File: src/rtl/rate_tick_gen.sv
module rate_tick_gen #(
  parameter int CMD_W      = 16,
  parameter int OP_W       = 8,
  parameter int DIV_W      = 7,
  parameter int PRE_DIV    = 29,
  parameter int EXT_DIV    = 8,
  parameter logic [OP_W-1:0]  OPCODE     = 8'hC8,
  parameter logic [CMD_W-1:0] RESET_WORD = 16'hC813
) (
  input  logic             clk,
  input  logic             rst,
  input  logic             wr_en,
  input  logic [CMD_W-1:0] wr_data,
  output logic             tick
);
  localparam int PRE_W = $clog2(PRE_DIV);
  localparam int EXT_W = $clog2(EXT_DIV);

  logic [DIV_W-1:0] div_r, div_cnt;
  logic             sel_r;
  logic [PRE_W-1:0] pre_cnt;
  logic [EXT_W-1:0] ext_cnt;
  logic             accept, pre_last, ext_last, div_last;

  assign accept   = wr_en && (wr_data[CMD_W-1 -: OP_W] == OPCODE);
  assign pre_last = (pre_cnt == PRE_W'(PRE_DIV - 1));
  assign ext_last = !sel_r || (ext_cnt == EXT_W'(EXT_DIV - 1));
  assign div_last = (div_cnt == div_r);
  assign tick     = pre_last && ext_last && div_last;

  always_ff @(posedge clk) begin
    if (rst) begin
      div_r <= RESET_WORD[DIV_W-1:0];
      sel_r <= RESET_WORD[DIV_W];
    end else if (accept) begin
      div_r <= wr_data[DIV_W-1:0];
      sel_r <= wr_data[DIV_W];
    end
  end

  always_ff @(posedge clk) begin
    if (rst || accept) begin
      pre_cnt <= '0;
      ext_cnt <= '0;
      div_cnt <= '0;
    end else begin
      pre_cnt <= pre_last ? '0 : pre_cnt + 1'b1;
      if (pre_last)
        ext_cnt <= ext_last ? '0 : ext_cnt + 1'b1;
      if (pre_last && ext_last)
        div_cnt <= div_last ? '0 : div_cnt + 1'b1;
    end
  end

  // an accepted word lands in the rate fields
  p_load_r1: assert property (@(posedge clk) disable iff (rst)
    accept |=> (div_r == $past(wr_data[DIV_W-1:0])) && (sel_r == $past(wr_data[DIV_W])));

  // other words leave rate and phase alone
  p_ignore_r2: assert property (@(posedge clk) disable iff (rst)
    (!accept && !$past(rst)) |=> $stable(div_r) && $stable(sel_r));

  // strobe never lasts two cycles
  p_single_tick_r5: assert property (@(posedge clk) disable iff (rst)
    tick |=> !tick);

  // power-on rate after reset
  p_reset_value_r6: assert property (@(posedge clk)
    rst |=> (div_r == RESET_WORD[DIV_W-1:0]) && (sel_r == RESET_WORD[DIV_W]) && !tick);

  // accepted command restarts the chain
  p_restart_r7: assert property (@(posedge clk) disable iff (rst)
    accept |=> (pre_cnt == '0) && (ext_cnt == '0) && (div_cnt == '0));

  // prescaler stays in range
  p_pre_range_r3: assert property (@(posedge clk) disable iff (rst)
    pre_cnt < PRE_W'(PRE_DIV));

  // extra stage idle when not selected
  p_ext_idle_r4: assert property (@(posedge clk) disable iff (rst)
    !sel_r |-> ext_cnt == '0);
endmodule

File: config.mk
export PLATFORM = sky130hd
export DESIGN_NAME = rate_tick_gen
export DESIGN_NICKNAME = d
export VERILOG_FILES = /design/src/rtl/rate_tick_gen.sv
export SDC_FILE = /design/constraint.sdc
export NUM_CORES = 1
export LEC_CHECK = 0
export BUFFER_PORTS_ARGS = -buffer_cell sky130_fd_sc_hd__buf_4
export CAP_MARGIN = 40
export CELL_PAD_IN_SITES_DETAIL_PLACEMENT = 0
export CELL_PAD_IN_SITES_GLOBAL_PLACEMENT = 1
export CORE_AREA = 2 2 67 50
export CTS_CLUSTER_SIZE = 24
export DETAILED_ROUTE_END_ITERATION = 16
export DIE_AREA = 0 0 69 52
export GPL_TIMING_DRIVEN = 0
export PLACE_DENSITY_LB_ADDON = 0.1
export SKIP_LAST_GASP = 1
export SYNTH_ARGS = -nofsm -noshare
export SYNTH_HDL_FRONTEND = slang
export SYNTH_SLANG_ARGS = --single-unit
export TNS_END_PERCENT = 30
File: constraint.sdc
create_clock -name clk -period 2.7 [get_ports clk]
set_clock_uncertainty 0.15 [all_clocks]
set_input_delay 0.675 -clock clk [delete_from_list [all_inputs] [get_ports clk]]
set_output_delay 0.675 -clock clk [all_outputs]
set_load 0.05 [all_outputs]
* After elaboration in Yosys (flattened, before gate mapping)
Index checks and enable logic that the tools add are counted.
Storage, ports and cells: register bits 23, output and inout port bits 1
Operators by class: add/subtract/negate cells 3, equal/unequal tests 4, mux-type cells 2, reductions and logical operators 7
Operator list (number):
- == test 8 bit, second input constant | 1
- adder 7 x 1 -> 7 bit, second input constant | 1
- == test 7 bit | 1
- 2-to-1 mux 7 bit | 1
- adder 5 x 1 -> 5 bit, second input constant | 1
- == test 5 bit, second input constant | 1
- adder 3 x 1 -> 3 bit, second input constant | 1
- == test 3 bit, second input constant | 1
- logical AND 1 bit | 3
- 2-to-1 mux 3 bit | 1
- logical OR 1 bit | 2
- OR reduction 2 bit | 1
- logical NOT 1 bit | 1

* Longest topological paths before layout
depth after elaboration 4, mapped depth 7, gate-level depth less buffers 6

* Least setup slack after synthesis
No wires, ideal clock.
path type register to output, start register ext_cnt[0], end output tick, data arrival time 2.356 ns, required time 1.875 ns, path slack -0.481 ns, cell stages (with the launch flop) 6, cells stage by stage dfxtp_1 -> ha_1 -> ha_1 -> or2b_1 -> nand2_2 -> nor4_1
On the way: longest elaborated chain between the ends 4
RTL lines:
- start, declared | line 22 | logic [EXT_W-1:0] ext_cnt;
- start signal, assigned | line 49 | ext_cnt <= ext_last ? '0 : ext_cnt + 1'b1;
- == test 3 bit | line 27 | assign ext_last = !sel_r || (ext_cnt == EXT_W'(EXT_DIV - 1));
- logical OR 1 bit | line 27
- logical AND 1 bit (2 in series) | line 29 | assign tick = pre_last && ext_last && div_last;
- end, declared | line 14 | output logic tick
Every way passes these cells.

* Worst setup path in the final report
start register pre_cnt[0], end output tick
On the way: longest elaborated chain between the ends 3
RTL lines:
- start, declared | line 21 | logic [PRE_W-1:0] pre_cnt;
- start signal, assigned | line 47 | pre_cnt <= pre_last ? '0 : pre_cnt + 1'b1;
- == test 5 bit | line 26 | assign pre_last = (pre_cnt == PRE_W'(PRE_DIV - 1));
- logical AND 1 bit (2 in series) | line 29
Every way passes these cells.

==> results.md <==
* Drt wl/cell at 12.34 um
* Synthesized area per cell at 9.224 um2
* Max clock buf depth at 2
* Clock group share of total power at 0.352
* Ys Warns at 0
* Worst R2R Setup Slack at 870 ps
* Ant diodes at 0
* DIE AREA at 0.003588 mm2
* Final ANT Viol Nets at 0
* Gr usage total at 0.1389
* IO Port Bufs at 18
* Top routing layer used: met3
* Yosys reg bits at 23
* Antenna violations before repair at 0
* WL met1 at 1176 um
* Sw power at 0.1255 mW
* Worst setup SP type: flop
* Most frequent cells in the layout: 23 x dfxtp_1, 20 x nor2_1, 18 x buf_4
* CTS buffer count at 3
* Placer Congestion at 0.7009
* Mapped Area at 0.001116 mm2
* Ratio of cells with drive above 1 in the final layout at 0.2028
* RSZ-0062 raised after global routing: false
* Postcts setup bufs at 0
* Syn_nets at 145
* Clock Latency Late Sink at 260 ps
* Synthesis-to-finish area growth at 20.96%
* Die width at 69 um
* Largest net degree at the start of global routing at 13
* Setup CP Type: flop to primary output
* Clock tree sinks at 23
* Initial DRT Pass Iterations at 4
* First-pass GRT wire length at 3843 um
* Max-slew violation count at 0
* CP Max Fanout at 4
* WHS at 309.1 ps
* Arrival @ worst endpoint at 1680 ps
* DR WL met2 at 902 um
* WP data required at 1880 ps
* Final cell count without fillers at 181
* Leakage at 0.5618 nW
* P_int at 0.4724 mW
* Worst slew pin tran at 482.6 ps
* # hold bufs at CTS at 0
* Ports at 20
* Net Sw Frac at 0.2099
* Std-Cell Rows at 17
* F_max at 399.6 MHz
* H-tree Lvls at 1
* Final setup violation count at 0
* Max VDD drop at 238.5 uV
* Most common cell after layout, fill and taps aside: dfxtp_1
* Worst hold path class: flop to flop
* Post-DP HPWL at 1747 um
* Routed vias/inst at 4.779
* Total wire length at 2234 um
* CTS tree: yes
* Setup TNS at 0 ps
* Min Tclk post-route at 2503 ps
* Drt drc at 0
* Vias in the first global route at 827
* Clk root buf: clkbuf_8
* Period utilization at 0.9269
* Flop pwr share at 0.580
* Status: completed
* Synth unique cells at 28
* Starting Density at 0.3748
* Core area at 0.002978 mm2
* Post-CTS sizing at 0
* Max cap viols at 0
* Starting DRC count in detailed routing at 19
* Register area share after synthesis at 0.4126
* Via Count at 865
* Comb pwr share at 0.068
* Final Hold Fails at 0
* Die H at 52 um
* Grt ovf at 0
* Slew margin rel. at 0.6740
* Placed insts at 177
* Met3 routed WL at 155 um
* Nets at 168
* CP Capture Type: primary output
* Pwr/cell area at 442.9 mW/mm2
* Synthesized instance count at 121
* CTS clk-pin slew, worst paths at 80 ps
-- power by group through the flow --
stage / clock network, mW / registers, mW / logic, mW
after global routing: 0.236 / 0.348 / 0.0459
after CTS: 0.220 / 0.347 / 0.0412
after global placement: 0 / 0.355 / 0.0396
after floorplan: 0 / 0.354 / 0.0170
after detailed placement: 0 / 0.355 / 0.0408
final: 0.210 / 0.347 / 0.0406
-- sequential cells by signal (all words and copies together) (netlist names) --
signal and flops:
div_cnt 7, sel_r 1, pre_cnt 5, div_r 7, ext_cnt 3
-- cells by family (layout without fill, tap and decap cells) --
logic type / after synthesis / in the layout / share of synthesized area
compound gates: 9 / 9 / 0.07400
mux: 5 / 5 / 0.04484
buf+inv: 10 / 32 / 0.04147
xor+xnor: 16 / 16 / 0.1256
simple gates: 53 / 53 / 0.2455
flops: 23 / 23 / 0.4126
fa+ha+maj: 5 / 5 / 0.05605
-- Yosys cell counts --
library cell,count,area (um2)
buf_2,1,5.000
a41oi_1,1,8.760
or2b_1,1,7.510
nor3_1,4,20.02
nand2_2,1,6.260
ha_1,5,62.56
buf_1,1,3.750
nand3_1,6,30.03
o41ai_4,1,27.53
inv_1,6,22.52
and4bb_2,1,12.51
and4_4,1,11.26
nor2b_1,1,6.260
xor2_1,2,17.52
xnor2_1,14,122.6
and3_1,1,6.260
nand2_1,9,33.78
a21oi_1,4,20.02
mux2i_1,5,50.05
clkbuf_1,1,3.750
nand2b_1,1,6.260
a211o_1,3,26.28
nand4_1,3,18.77
nor2_1,20,75.07
buf_6,1,11.26
nor4_1,3,18.77
dfxtp_1,23,460.4
nor4_4,1,21.27
-- critical path, cell delays in order, from the launching register on --
cell	delay [ps]
dfxtp_1	340
inv_1	60
ha_1	170
and4_4	240
nand2_2	90
nor4_2	270
buf_4	240
-- layout make-up --
type | count | area [um2]
Clock buffer | 4 | 45.04
Sequential cell | 23 | 460.4
Buffer | 4 | 23.77
Fill cell | 307 | 1628
Multi-Input combinational cell | 88 | 615.6
Timing Repair Buffer | 18 | 135.1
Tap cell | 38 | 47.55
Inverter | 6 | 22.52
-- path summary, 6_finish.rpt --
check	start	to	cells past startpoint
worst min-delay path	ext_cnt[1]	ext_cnt[1]	2
worst min register to register	ext_cnt[1]	ext_cnt[1]	2
worst max register to register	ext_cnt[0]	div_cnt[6]	7
worst max-delay path	pre_cnt[0]	tick	6
-- per-layer routing --
| layer | vias up | global-route usage |
|---|---|---|
| li1 | 456 | - |
| met1 | 390 | 0.1820 |
| met2 | 19 | 0.2115 |
| met3 | 0 | 0.06202 |
| met4 | 0 | 0.02941 |
| met5 | - | 0 |
-- per-stage QoR --
| stage | util | power (mW) | worst slack [ps] | cell area, um2 |
|---|---|---|---|---|
| after global placement | 0.4382 | 0.3943 | 497.0 | 1305 |
| after floorplan | - | 0.3710 | 88.85 | 1122 |
| after global routing | 0.4534 | 0.6299 | 69.31 | 1350 |
| final | 0.4534 | 0.5979 | 197.4 | 1350 |
| after CTS | 0.4534 | 0.6080 | 180.6 | 1350 |
| after detailed placement | 0.4382 | 0.3955 | 478.3 | 1305 |
Power figures use the tool's default switching activity.
